$ cat src/rtl/rnd_pkg.sv
package rnd_pkg;

    typedef enum logic [1:0] {
        RM_NEAREST = 2'b00,
        RM_ZERO    = 2'b01,
        RM_NEG     = 2'b10,
        RM_POS     = 2'b11
    } rnd_mode_e;

endpackage

$ cat src/rtl/rnd_decide.sv
module rnd_decide
    import rnd_pkg::*;
(
    input  logic      guard_i,
    input  logic      round_i,
    input  logic      sticky_i,
    input  logic      lsb_i,
    input  logic      sign_i,
    input  rnd_mode_e mode_i,
    output logic      bump_o,
    output logic      inexact_o
);

    logic lost;

    assign lost      = guard_i | round_i | sticky_i;
    assign inexact_o = lost;

    always_comb begin
        bump_o = 1'b0;
        unique case (mode_i)
            RM_NEAREST: bump_o = guard_i & (round_i | sticky_i | lsb_i);
            RM_ZERO:    bump_o = 1'b0;
            RM_NEG:     bump_o = lost & sign_i;
            RM_POS:     bump_o = lost & ~sign_i;
            default:    bump_o = 1'b0;
        endcase
    end

    always_comb begin
        if (!lost) begin
            AST_EXACT_KEEPS: assert (!bump_o);
        end
    end

endmodule

$ cat src/rtl/rnd_incr.sv
module rnd_incr #(
    parameter int W     = 64,
    parameter int CHUNK = 16
) (
    input  logic [W-1:0] val_i,
    input  logic         inc_i,
    output logic [W:0]   sum_o
);

    localparam int NCH = W / CHUNK + 1;

    logic [W:0]     ext;
    logic [NCH-1:0] cin;

    assign ext = {1'b0, val_i};

    for (genvar i = 0; i < NCH; i++) begin : g_chunk
        localparam int LO = i * CHUNK;
        localparam int HI = (LO + CHUNK - 1 > W) ? W : LO + CHUNK - 1;
        localparam int CW = HI - LO + 1;

        if (i == 0) begin : g_first
            assign cin[i] = inc_i;
        end else begin : g_next
            localparam int PLO = (i - 1) * CHUNK;
            localparam int PHI = PLO + CHUNK - 1;
            assign cin[i] = cin[i-1] & (&ext[PHI:PLO]);
        end

        assign sum_o[HI:LO] = ext[HI:LO] + CW'(cin[i]);
    end

endmodule

$ cat src/rtl/rnd_unit.sv
module rnd_unit
    import rnd_pkg::*;
#(
    parameter int MANT_W  = 66,
    parameter int CHUNK_W = 16
) (
    input  logic              clk,
    input  logic              rst_n,
    input  logic [MANT_W-1:0] mant_i,
    input  logic              sticky_i,
    input  logic              sign_i,
    input  logic [1:0]        mode_i,
    output logic [MANT_W-2:0] res_mant_o,
    output logic              rnd_up_o,
    output logic              inexact_o
);

    localparam int FRAC_W = MANT_W - 2;
    localparam int RES_W  = MANT_W - 1;

    logic [FRAC_W-1:0] shifted;
    logic              bump;
    logic              inexact_d;
    logic [RES_W-1:0]  sum;
    rnd_mode_e         mode;
    logic              primed_q;

    assign shifted = mant_i[MANT_W-1:2];
    assign mode    = rnd_mode_e'(mode_i);

    rnd_decide u_decide (
        .guard_i  (mant_i[1]),
        .round_i  (mant_i[0]),
        .sticky_i (sticky_i),
        .lsb_i    (mant_i[2]),
        .sign_i   (sign_i),
        .mode_i   (mode),
        .bump_o   (bump),
        .inexact_o(inexact_d)
    );

    rnd_incr #(
        .W    (FRAC_W),
        .CHUNK(CHUNK_W)
    ) u_incr (
        .val_i(shifted),
        .inc_i(bump),
        .sum_o(sum)
    );

    always_ff @(posedge clk or negedge rst_n) begin
        if (!rst_n) begin
            res_mant_o <= '0;
            rnd_up_o   <= 1'b0;
            inexact_o  <= 1'b0;
            primed_q   <= 1'b0;
        end else begin
            res_mant_o <= sum;
            rnd_up_o   <= bump;
            inexact_o  <= inexact_d;
            primed_q   <= 1'b1;
        end
    end

    AST_EXACT_NO_BUMP: assert property (@(posedge clk) disable iff (!rst_n)
        (primed_q && $past(mant_i[1:0]) == 2'b00 && !$past(sticky_i)) |-> (!rnd_up_o && !inexact_o));
    AST_INEXACT_MATCH: assert property (@(posedge clk) disable iff (!rst_n)
        primed_q |-> (inexact_o == ($past(mant_i[1:0]) != 2'b00 || $past(sticky_i))));
    AST_ZERO_NEVER_UP: assert property (@(posedge clk) disable iff (!rst_n)
        (primed_q && $past(mode_i) == 2'b01) |-> !rnd_up_o);
    AST_NEG_DIRECTED: assert property (@(posedge clk) disable iff (!rst_n)
        (primed_q && $past(mode_i) == 2'b10) |-> (rnd_up_o == ($past(sign_i) && inexact_o)));
    AST_POS_DIRECTED: assert property (@(posedge clk) disable iff (!rst_n)
        (primed_q && $past(mode_i) == 2'b11) |-> (rnd_up_o == (!$past(sign_i) && inexact_o)));
    AST_PLUS_ONE: assert property (@(posedge clk) disable iff (!rst_n)
        primed_q |-> (res_mant_o == ({1'b0, $past(mant_i[MANT_W-1:2])} + RES_W'(rnd_up_o))));

endmodule

$ cat config.mk
export PLATFORM = sky130hd
export DESIGN_NAME = rnd_unit
export DESIGN_NICKNAME = d
export VERILOG_FILES = /design/src/rtl/rnd_pkg.sv /design/src/rtl/rnd_decide.sv /design/src/rtl/rnd_incr.sv /design/src/rtl/rnd_unit.sv
export SDC_FILE = /design/constraint.sdc
export NUM_CORES = 1
export LEC_CHECK = 0
export CAP_MARGIN = 40
export CELL_PAD_IN_SITES_DETAIL_PLACEMENT = 0
export CELL_PAD_IN_SITES_GLOBAL_PLACEMENT = 1
export CORE_UTILIZATION = 30
export CTS_CLUSTER_SIZE = 30
export DETAILED_ROUTE_END_ITERATION = 8
export PLACE_DENSITY = 0.83
export REMOVE_ABC_BUFFERS = 1
export SLEW_MARGIN = 20
export SYNTH_ARGS = -nofsm -noshare
export SYNTH_HDL_FRONTEND = slang
export SYNTH_SLANG_ARGS = --single-unit
$ cat constraint.sdc
create_clock -name clk -period 1.6 [get_ports clk]
set_clock_uncertainty 0.15 [all_clocks]
set_input_delay 0.32 -clock clk [delete_from_list [all_inputs] [get_ports clk]]
set_output_delay 0.32 -clock clk [all_outputs]
set_load 0.005 [all_outputs]
; After elaboration in Yosys (flattened, before gate mapping)
; Cells that the tools add are included.
; W data, S select, Z words.
[totals]
ff_bits = 67
output_inout_bits = 67
word_cells = 28
[op_classes]
n_addsub = 4
eq_ne = 3
mux = 1
bitwise_logic = 12
n_reduce_logical = 5
[op_table]
columns = cell, n
row1 = $add A16 B1 Y16, 4
row2 = $reduce_and A16 Y1, 4
row3 = $and A1 B1 Y1, 7
row4 = $eq A2 B2 Y1 const B, 2
row5 = $or A1 B1 Y1, 4
row6 = $pmux W1 S4, 1
row7 = $eq A2 B1 Y1 const B, 1
row8 = $logic_not A2 Y1, 1
row9 = $not A1 Y1, 1

; Logic depth before layout (Yosys ltp)
; Gate-level depths: netlist of run 1.
[depth]
ltp_word = 8
depth_mapped = 10

; Cells and area by module
; A second synthesis of run 1 with hierarchy kept.
[unflattened]
hier_cells = 248
area_unflattened_um2 = 2919.0
[by_module_without_submodules]
columns = module, n_inst, cells_each, area_per_inst_um2
row1 = rnd_unit, 1, 67, 1676.6
row2 = rnd_incr, 1, 174, 1199.9
row3 = rnd_decide, 1, 7, 42.5

; Worst setup path after synthesis of run 1
; Ideal clock, no wire load.
[synth_path]
path_type = input-to-reg
startpoint = input port sticky_i
endpoint = register res_mant_o[30]
t_arrival_ps = 2049
t_required_ps = 1328
path_slack_ps = -722
path_stages = 10
cell_sequence = or3_1 > a32o_1 > nand2_1 > inv_1 > ha_1 > ha_1 > nand3_1 > nor3_1 > and4_1 > xor2_1
[synth_between]
elab_chain_len = 6
[synth_rtl]
columns = element, line_no
row1 = from (decl), rnd_unit.sv:10  ; input logic sticky_i,
row2 = $or A1 B1 Y1 (2 in series), rnd_decide.sv:22  ; RM_NEAREST: bump_o = guard_i & (round_i | sticky_i | lsb_i);
row3 = $and A1 B1 Y1, rnd_decide.sv:22
row4 = $pmux W1 S4 (*), rnd_decide.sv:21  ; unique case (mode_i)
row5 = net bump, rnd_unit.sv:22  ; logic bump;
row6 = $and A1 B1 Y1 (*), rnd_incr.sv:27  ; assign cin[i] = cin[i-1] & (&ext[PHI:PLO]);
row7 = $add A16 B1 Y16 (*), rnd_incr.sv:30  ; assign sum_o[HI:LO] = ext[HI:LO] + CW'(cin[i]);
row8 = net sum[30], rnd_unit.sv:24  ; logic [RES_W-1:0] sum;
row9 = to (signal assigned), rnd_unit.sv:58  ; res_mant_o <= sum;
row10 = to (decl), rnd_unit.sv:13  ; output logic [MANT_W-2:0] res_mant_o,
; Mark *: on every way through the listed nets, which the timed path passes. The rest lies on a longest branch.

; Worst setup path after layout of run 1
[layout_path]
startpoint = input port mant_i[18]
endpoint = register res_mant_o[60]
[layout_between]
elab_chain_len = 4
[layout_rtl]
columns = element, line_no
row1 = from (decl), rnd_unit.sv:9  ; input logic [MANT_W-1:0] mant_i,
row2 = $reduce_and A16 Y1, rnd_incr.sv:27
row3 = $and A1 B1 Y1 (2 in series), rnd_incr.sv:27
row4 = $add A16 B1 Y16, rnd_incr.sv:30
row5 = net sum[60], rnd_unit.sv:24
; The timed path passes the listed nets, and every way through them passes these cells.

==> metrics.md, run 1 <==
| Metric | Value |
|---|---|
| Global-route wire length before repair | `14200 microns` |
| Library cells used by synthesis | `21` |
| Setup ws final | `-0.505 ns` |
| DR iter-0 viols | `30` |
| DIE WIDTH | `100 microns` |
| Die ar. | `10000 sq um` |
| VDD IR-drop max | `0.306 mV` |
| Ratio of cells with drive above 1 in the final layout | `51.4%` |
| GRT overflow | `0` |
| Post-synthesis cell area | `2890 sq um` |
| Antenna violations before repair | `0` |
| Register area share after synthesis | `58.1%` |
| Avg Cell Area, Syn | `11.8 sq um` |
| Ports | `139` |
| CTS Buffer Depth | `2` |
| Root buffer cell | `clkbuf_8` |
| DRC viols | `0` |
| Setup crit end | `res_mant_o[60]` |
| Number of synthesized flops with an enable pin | `0` |
| CP Class | `primary input to flip-flop` |
| CP endpoint kind | `flip-flop` |
| Setup TNS | `-18.80 ns` |
| Initial Utilization | `31.1%` |
| Largest net degree at the start of global routing | `68` |
| Rel. slew slack | `76.4%` |
| Met1 WL | `3510 microns` |
| Synth warn | `0` |
| DP HPWL | `6160 microns` |
| First-pass iteration count of the detailed router | `4` |
| Vias in the first global route | `3098` |
| RSZ-0062 raised after global routing | `true` |
| Final Hold Viols | `0` |
| P per Cell Area | `615 nW/um^2` |
| Worst slew pin tran | `0.355 ns` |
| Total Nets Final | `593` |
| Clock slew at reported path FFs | `0.07 ns` |
| Worst hold stages | `2` |
| CP arrival | `2.17 ns` |
| Cell Rows | `35` |
| Max Cap Viol | `0` |
| Worst Hold Class | `primary input to flip-flop` |
| Critical Path Max Stage Delay | `0.28 ns` |
| Period utilization | `132%` |
| Post-DR vias/cell | `4.48` |
| Fillers | `760` |
| Htree depth | `3` |
| Met2 WL | `5020 microns` |
| Final slew viol count | `0` |
| Crit-path slowest cell | `nor4_2` |
| Core footprint | `9280 sq um` |
| Final wirelength | `9160 microns` |
| Top_reg_cell synth | `dfrtp_1` |
| CP delay by family, top | `simple AND/OR/NAND/NOR gates` |
| CP max FO | `3` |
| CP Depth | `13` |
| Num CTS Buffers | `9` |
| Gpl congestion | `0.789` |
| Power, Total | `3.75 mW` |
| Synth top area share | `58.1%` |
| Crit path from | `mant_i[18]` |
| Tot GR Track Use | `18.3%` |
| CTS tree | `done` |
| Leak Pwr | `2.89 nW` |
| Failing checks | `negative setup slack` |
| Largest cells by area after synthesis | `dfrtp_1 58%, xnor2_1 12%, xor2_1 5.2%, nand4_1 4.5%, ha_1 3.9%` |
| Synthesis-to-finish area growth | `112%` |
| PortBufs | `138` |
| Startpoint types | `primary input` |
| Fraction of registers with async set/reset | `100%` |
| Clock sink total | `67` |
| Cell taking the most area after synthesis | `dfrtp_1` |
| Worst Path Buf+Inv | `4` |
| Fmax | `0.475 GHz` |
| Metal3 WL | `429 microns` |
| #FFs+latches synth | `67` |
| Synth cell count leaders | `67 x dfrtp_1, 41 x xnor2_1, 23 x nand2_1, 21 x nand4_1, 20 x nand3_1` |
| Minimum hold slack | `0.0181 ns` |
| DR top layer | `met4` |
| Crit path cell chain | `buf_2 -> nand4_1 -> nor4_2 -> buf_4 -> nand4_1 -> nor2_4 -> ha_2 -> ha_4 -> inv_2 -> nor3_2 -> buf_4 -> nand3_2 -> xnor2_2` |
| Detail Route Antenna Nets | `0` |
| Post-synthesis cell count | `244` |
| Hold path start | `mant_i[15]` |
| Die Ht | `100 microns` |
| Final setup vio count | `60` |
| Detailed-route wire length per cell | `14.2 microns` |
| Vias | `2887` |
| Count leader, synth | `dfrtp_1` |
| Ant diodes | `0` |
| Status | `finished with violations` |
| Critical Path RT | `1.66 ns` |
| Post-route minimum period | `2.11 ns` |
## what timing repair did
action                                  CTS  global route
endpoints found under the setup margin  132            61
buffers inserted                         30            12
hold buffers                              1             0
pin swaps                                74            54
endpoints found under the hold margin    67             0
resized for setup                       366            61
## metrics by stage
stage,utilization (%),cells,setup slack [ns],instance area (sq um)
after floorplan,-,244,-0.722,2890
after detailed placement,55.2,602,-1.50,5120
after global placement,55.2,602,-1.46,5120
final,65.8,645,-0.505,6110
after global routing,65.8,645,-0.682,6110
after CTS,62.1,637,-0.497,5770
## power breakdown
part	switching, mW	internal [mW]	total, mW
Combinational	0.316	0.439	0.756
Sequential	0.0227	1.78	1.81
Clock	0.603	0.590	1.19
## per-layer routing
metal / global-route usage, % / vias to the layer above
li1: - / 1379
met1: 19.8 / 1396
met2: 35.2 / 94
met3: 3.55 / 18
met4: 6.58 / 0
met5: 0 / -
## final cells by class
cell class | instances | area [sq um] | area share, %
Timing Repair Buffer | 257 | 2240 | 36.7
Tap cell | 129 | 161 | 2.64
Sequential cell | 67 | 1680 | 27.4
Clock inverter | 3 | 15.0 | 0.246
Inverter | 5 | 18.8 | 0.307
Clock buffer | 12 | 145 | 2.38
Multi-Input combinational cell | 172 | 1850 | 30.3
## sequential cells by signal, summed over array words and instances (netlist names)
register and cells:
res_mant_o 65, inexact_o 1, rnd_up_o 1
## how the worst min path moves through the flow
| stage | to | slack, ns |
|---|---|---|
| 6_report | res_mant_o[13] | 0.02 |
| 5_1_grt | res_mant_o[13] | 0.006 |
| 4_1_cts | res_mant_o[9] | 0.02 |
| 3_5_place_dp | res_mant_o[6] | 0.22 |
| 3_3_place_gp | res_mant_o[3] | 0.22 |
| 2_1_floorplan | inexact_o | -0.13 |
## placed cells by master, fill, tap and decap left out, drive strengths merged
master | synthesis | final
xnor2 | 41 | 41
clkinv | 0 | 3
or3 | 3 | 3
nor3b | 1 | 1
and4 | 4 | 4
buf | 0 | 159
or2 | 1 | 1
dlymetal6s2s | 0 | 3
nor3 | 7 | 7
inv | 5 | 5
or3b | 1 | 1
dfrtp | 67 | 67
nand3 | 20 | 20
dlygate4sd2 | 0 | 74
nand2 | 23 | 23
and3 | 6 | 6
nor2 | 11 | 11
dlygate4sd3 | 0 | 1
nor4 | 6 | 6
xor2 | 17 | 17
clkbuf | 0 | 13
nand4 | 21 | 21
a32o | 1 | 1
clkdlybuf4s15 | 0 | 5
clkdlybuf4s50 | 0 | 14
ha | 9 | 9
## logic make-up (layout without fill, tap and decap cells)
family	count (synthesis)	in the layout	synth area share, %
AOI/OAI and AO/OA	1	1	0.347
adders and majority gates	9	9	3.90
DFF	67	67	58.1
xor gates and xnor gates	58	58	17.6
and+or+nand+nor	104	104	19.5
buffers and inverters	5	277	0.650
No activity file was read; power rests on OpenSTA's default activity.
==> inputs of run 2 (changes only) <==
- SKIP_LAST_GASP: not set -> 1
==> metrics.md, run 2 (same netlist as run 1, synthesis figures left out) <==
| Metric | Value |
|---|---|
| P per Cell Area | `622 nW/um^2` |
| Final Hold Viols | `0` |
| First-pass iteration count of the detailed router | `3` |
| Setup ws final | `-0.518 ns` |
| Period utilization | `132%` |
| CTS Buffer Depth | `2` |
| CP max FO | `3` |
| Synthesis-to-finish area growth | `109%` |
| Core footprint | `9280 sq um` |
| Status | `finished with violations` |
| Rel. slew slack | `76.6%` |
| Non-filler cells, final | `641` |
| Placed cells | `602` |
| Vias | `2874` |
| Initial Utilization | `31.1%` |
| Die Ht | `100 microns` |
| Htree depth | `3` |
| Worst Hold Class | `primary input to flip-flop` |
| Final wirelength | `9030 microns` |
| Setup TNS | `-17.02 ns` |
| Vias in the first global route | `3095` |
| Failing checks | `negative setup slack` |
| Largest net degree at the start of global routing | `68` |
| Gpl congestion | `0.789` |
| DIE WIDTH | `100 microns` |
| DRC viols | `0` |
| Ant diodes | `0` |
| Design Area, Final | `6020 sq um` |
| Post-DR vias/cell | `4.48` |
| Final slew viol count | `0` |
| CTS tree | `done` |
| Commonest non-fill, non-tap cell in the layout | `buf_4` |
| Clock sink total | `67` |
| DR iter-0 viols | `22` |
| DP HPWL | `6160 microns` |
| Ports | `139` |
| CP Class | `primary input to flip-flop` |
| Startpoint types | `primary input` |
| Detail Route Antenna Nets | `0` |
| PortBufs | `138` |
| Leak Pwr | `2.79 nW` |
| Num CTS Buffers | `9` |
| Max Cap Viol | `0` |
| Tot GR Track Use | `18.3%` |
| Most frequent cells in the layout | `91 x buf_4, 74 x dlygate4sd2_1, 67 x dfrtp_1` |
| Fillers | `759` |
| Cell Area, Placed | `5120 sq um` |
| CP arrival | `2.18 ns` |
| VDD IR-drop max | `0.307 mV` |
| Worst Path Buf+Inv | `3` |
| Die ar. | `10000 sq um` |
| Clock slew at reported path FFs | `0.07 ns` |
| Crit-path slowest cell | `nor4_4` |
| Cell Rows | `35` |
| Critical Path RT | `1.66 ns` |
| CP endpoint kind | `flip-flop` |
| Max FFs per register | `65` |
| Total Nets Final | `589` |
| Ratio of cells with drive above 1 in the final layout | `50.0%` |
| DP Worst Slack | `-1.50 ns` |
| Detailed-route wire length per cell | `14.1 microns` |
| Final setup vio count | `58` |
| Biggest regs | `res_mant_o (65), inexact_o (1), rnd_up_o (1)` |
| Fmax | `0.472 GHz` |
| Root buffer cell | `clkbuf_8` |
| Antenna violations before repair | `0` |
| Minimum hold slack | `0.0184 ns` |
| GRT overflow | `0` |
| CP delay by family, top | `simple AND/OR/NAND/NOR gates` |
| Post-route minimum period | `2.12 ns` |
| Largest Register | `res_mant_o` |
| RSZ-0062 raised after global routing | `true` |
| Global-route wire length before repair | `14200 microns` |
| Worst slew pin tran | `0.352 ns` |
| Critical Path Max Stage Delay | `0.28 ns` |
| Crit path cell chain | `dlygate4sd2_1 -> nand2_2 -> nor4_4 -> nand4_1 -> nor2_4 -> ha_2 -> ha_4 -> inv_2 -> nor3_2 -> buf_4 -> nand3_2 -> xnor2_2` |
## run 2: cell types whose count changed in the layout (fill, tap and decap cells not counted), sizes merged
cell,change
buf,-4
clkdlybuf4s50,+3
dlymetal6s2s,-3
## run 2: cell type report
type                       instances  area [sq um]  area share, %
clock buffer                      12           145           2.41
inverter                           5          18.8          0.312
tap                              129           161           2.68
sequential                        67          1680           27.8
multi-input combinational        172          1810           30.1
clock inverter                     3          15.0          0.249
timing repair buffer             253          2190           36.4
## run 2: per-stage QoR
| stage | power, mW | utilization, % |
|---|---|---|
| CTS | 3.74 | 61.9 |
| global placement | 2.55 | 55.2 |
| finish | 3.75 | 64.9 |
| detailed placement | 2.56 | 55.2 |
| global route | 3.93 | 64.9 |
| floorplan | 1.95 | - |
## run 2: metal layers
layer / global-route usage (%) / routed length (microns) / up-vias
met5: 0 / 0 / -
met4: 6.58 / 153 / 0
met3: 3.55 / 424 / 15
met2: 35.1 / 4900 / 88
met1: 19.9 / 3550 / 1397
li1: - / - / 1374
## run 2: timing repair
item                                    CTS  global route
buffers inserted                         30             9
pin swaps                                73            53
gates resized for setup                 361            54
hold buffers                              1             0
endpoints found under the hold margin    67             0
cloned                                    0             0
endpoints found under the setup margin  132            61
## run 2: path summary, 6_finish.rpt
kind / to / depth (start not counted) / from
setup / recovery: res_mant_o[60] / 12 / mant_i[42]
hold / removal: res_mant_o[13] / 2 / mant_i[15]
max in group asynchronous: res_mant_o[62] / 3 / rst_n
min in group asynchronous: res_mant_o[6] / 3 / rst_n
## run 2: report_power, final
group	leakage (nW)	internal, mW	switching, mW	total (mW)
logic	1.92	0.434	0.310	0.744
clock network	0.0860	0.590	0.607	1.20
registers	0.782	1.78	0.0225	1.81
==> inputs of run 3 (changes only) <==
- RECOVER_POWER: not set -> 50
==> metrics.md, run 3 (same netlist as run 1, synthesis figures left out) <==
| Metric | Value |
|---|---|
| Final slew viol count | `0` |
| Worst slew pin tran | `0.597 ns` |
| Tot GR Track Use | `18.3%` |
| Most frequent cells in the layout | `91 x buf_4, 74 x dlygate4sd2_1, 67 x dfrtp_1` |
| VDD IR-drop max | `0.307 mV` |
| Final setup vio count | `59` |
| Crit path from | `mant_i[42]` |
| RSZ-0062 raised after global routing | `true` |
| CP arrival | `2.19 ns` |
| CP Depth | `12` |
| Design Area, Final | `6000 sq um` |
| Die Ht | `100 microns` |
| Period utilization | `133%` |
| Crit path cell chain | `dlygate4sd2_1 -> nand2_2 -> nor4_4 -> nand4_1 -> nor2_4 -> ha_2 -> ha_4 -> inv_2 -> nor3_2 -> buf_4 -> nand3_2 -> xnor2_2` |
| Final wirelength | `9030 microns` |
| Post-route minimum period | `2.12 ns` |
| Crit-path slowest cell | `nor4_4` |
| Ant diodes | `0` |
| Total Nets Final | `589` |
| Internal Power | `2.80 mW` |
| Setup ws final | `-0.520 ns` |
| Cell Area, Placed | `5120 sq um` |
| Startpoint types | `primary input` |
| CTS Buffer Depth | `2` |
| Fmax | `0.472 GHz` |
| Global-route wire length before repair | `14200 microns` |
| Leak Pwr | `2.77 nW` |
| CP max FO | `3` |
| CTS tree | `done` |
| Largest Register | `res_mant_o` |
| Detail Route Antenna Nets | `0` |
| GRT overflow | `0` |
| Critical Path RT | `1.66 ns` |
| Post-DR vias/cell | `4.50` |
| Detailed-route wire length per cell | `14.1 microns` |
| Setup crit end | `res_mant_o[60]` |
| Worst hold stages | `2` |
| Status | `finished with violations` |
| DP HPWL | `6160 microns` |
| Net Sw Frac | `25.1%` |
| Placed cells | `602` |
| Ports | `139` |
| Largest net degree at the start of global routing | `68` |
| CP endpoint kind | `flip-flop` |
| Max FFs per register | `65` |
| Sequential power share | `48.3%` |
| Clock sink total | `67` |
| Cell Rows | `35` |
| PortBufs | `138` |
| Worst Path Buf+Inv | `3` |
| First-pass iteration count of the detailed router | `4` |
| Biggest regs | `res_mant_o (65), inexact_o (1), rnd_up_o (1)` |
| P per Cell Area | `622 nW/um^2` |
| Synthesis-to-finish area growth | `108%` |
| Root buffer cell | `clkbuf_8` |
| Die ar. | `10000 sq um` |
| Hold path start | `mant_i[15]` |
| Rel. slew slack | `60.2%` |
| Gpl congestion | `0.789` |
| Clk network pwr share | `32.0%` |
| Htree depth | `3` |
| Non-filler cells, final | `641` |
| Setup TNS | `-18.36 ns` |
| Commonest non-fill, non-tap cell in the layout | `buf_4` |
| Multi-input logic area | `1810 sq um` |
| Vias | `2884` |
| DRC viols | `0` |
| Num CTS Buffers | `9` |
| DR iter-0 viols | `24` |
| CP delay by family, top | `simple AND/OR/NAND/NOR gates` |
| Max Cap Viol | `0` |
| Worst Hold Class | `primary input to flip-flop` |
| Vias in the first global route | `3095` |
| Failing checks | `negative setup slack` |
| Antenna violations before repair | `0` |
| Final Hold Viols | `0` |
| Initial Utilization | `31.1%` |
| DP Worst Slack | `-1.50 ns` |
| Area occupied by registers | `1680 sq um` |
| CP Class | `primary input to flip-flop` |
| Fillers | `763` |
| DIE WIDTH | `100 microns` |
| Clock slew at reported path FFs | `0.07 ns` |
| Core footprint | `9280 sq um` |
| Combinational share of power | `19.7%` |
| Ratio of cells with drive above 1 in the final layout | `49.4%` |
| Critical Path Max Stage Delay | `0.28 ns` |
| Switching power total | `0.936 mW` |
-- run 3: cell types whose count changed in the layout (fill, tap and decap cells not counted) --
cell      delta
a32o_1       +1
a32o_2       -1
buf_12       -1
clkbuf_1     +1
or3_1        +1
or3_4        -1
-- run 3: power groups by stage --
| stage | logic, mW | registers [mW] | clock network, mW |
|---|---|---|---|
| after floorplan | 0.0940 | 1.85 | 0 |
| after detailed placement | 0.717 | 1.84 | 0 |
| after CTS | 0.707 | 1.81 | 1.22 |
| final | 0.736 | 1.81 | 1.19 |
| after global placement | 0.705 | 1.84 | 0 |
| after global routing | 0.795 | 1.81 | 1.31 |
-- run 3: layout make-up --
type	instances	share of cell area (%)
clock buffer	12	2.42
timing repair buffer	253	36.3
inverter	5	0.313
sequential	67	27.9
tap	129	2.69
clock inverter	3	0.250
multi-input combinational	172	30.1
-- run 3: worst min-delay path by stage --
stage | end | slack, ns
after global placement | res_mant_o[3] | 0.22
after global routing | res_mant_o[13] | 0.006
after detailed placement | res_mant_o[6] | 0.22
after CTS | res_mant_o[9] | 0.02
final | res_mant_o[13] | 0.02
after floorplan | inexact_o | -0.13
-- run 3: timing repair --
action / in CTS / in global routing
pin swaps: 73 / 53
setup endpoints to repair: 132 / 61
buffers inserted: 30 / 9
hold buffers: 1 / 0
hold endpoints to repair: 67 / 0
resized for setup: 361 / 54
-- run 3: per-layer routing --
layer / GRT usage [%] / vias up / routed length (microns)
met5: 0 / - / 0
met4: 6.58 / 0 / 153
met3: 3.55 / 15 / 424
met2: 35.1 / 88 / 4900
met1: 19.9 / 1405 / 3550
li1: - / 1376 / -
-- run 3: through the flow --
stage	utilization [%]	total power, mW	hold slack, ns
global placement	55.2	2.55	0.216
detailed placement	55.2	2.56	0.218
global route	64.6	3.92	0.00613
floorplan	-	1.95	-0.126
finish	64.6	3.74	0.0183
CTS	61.9	3.74	0.0226
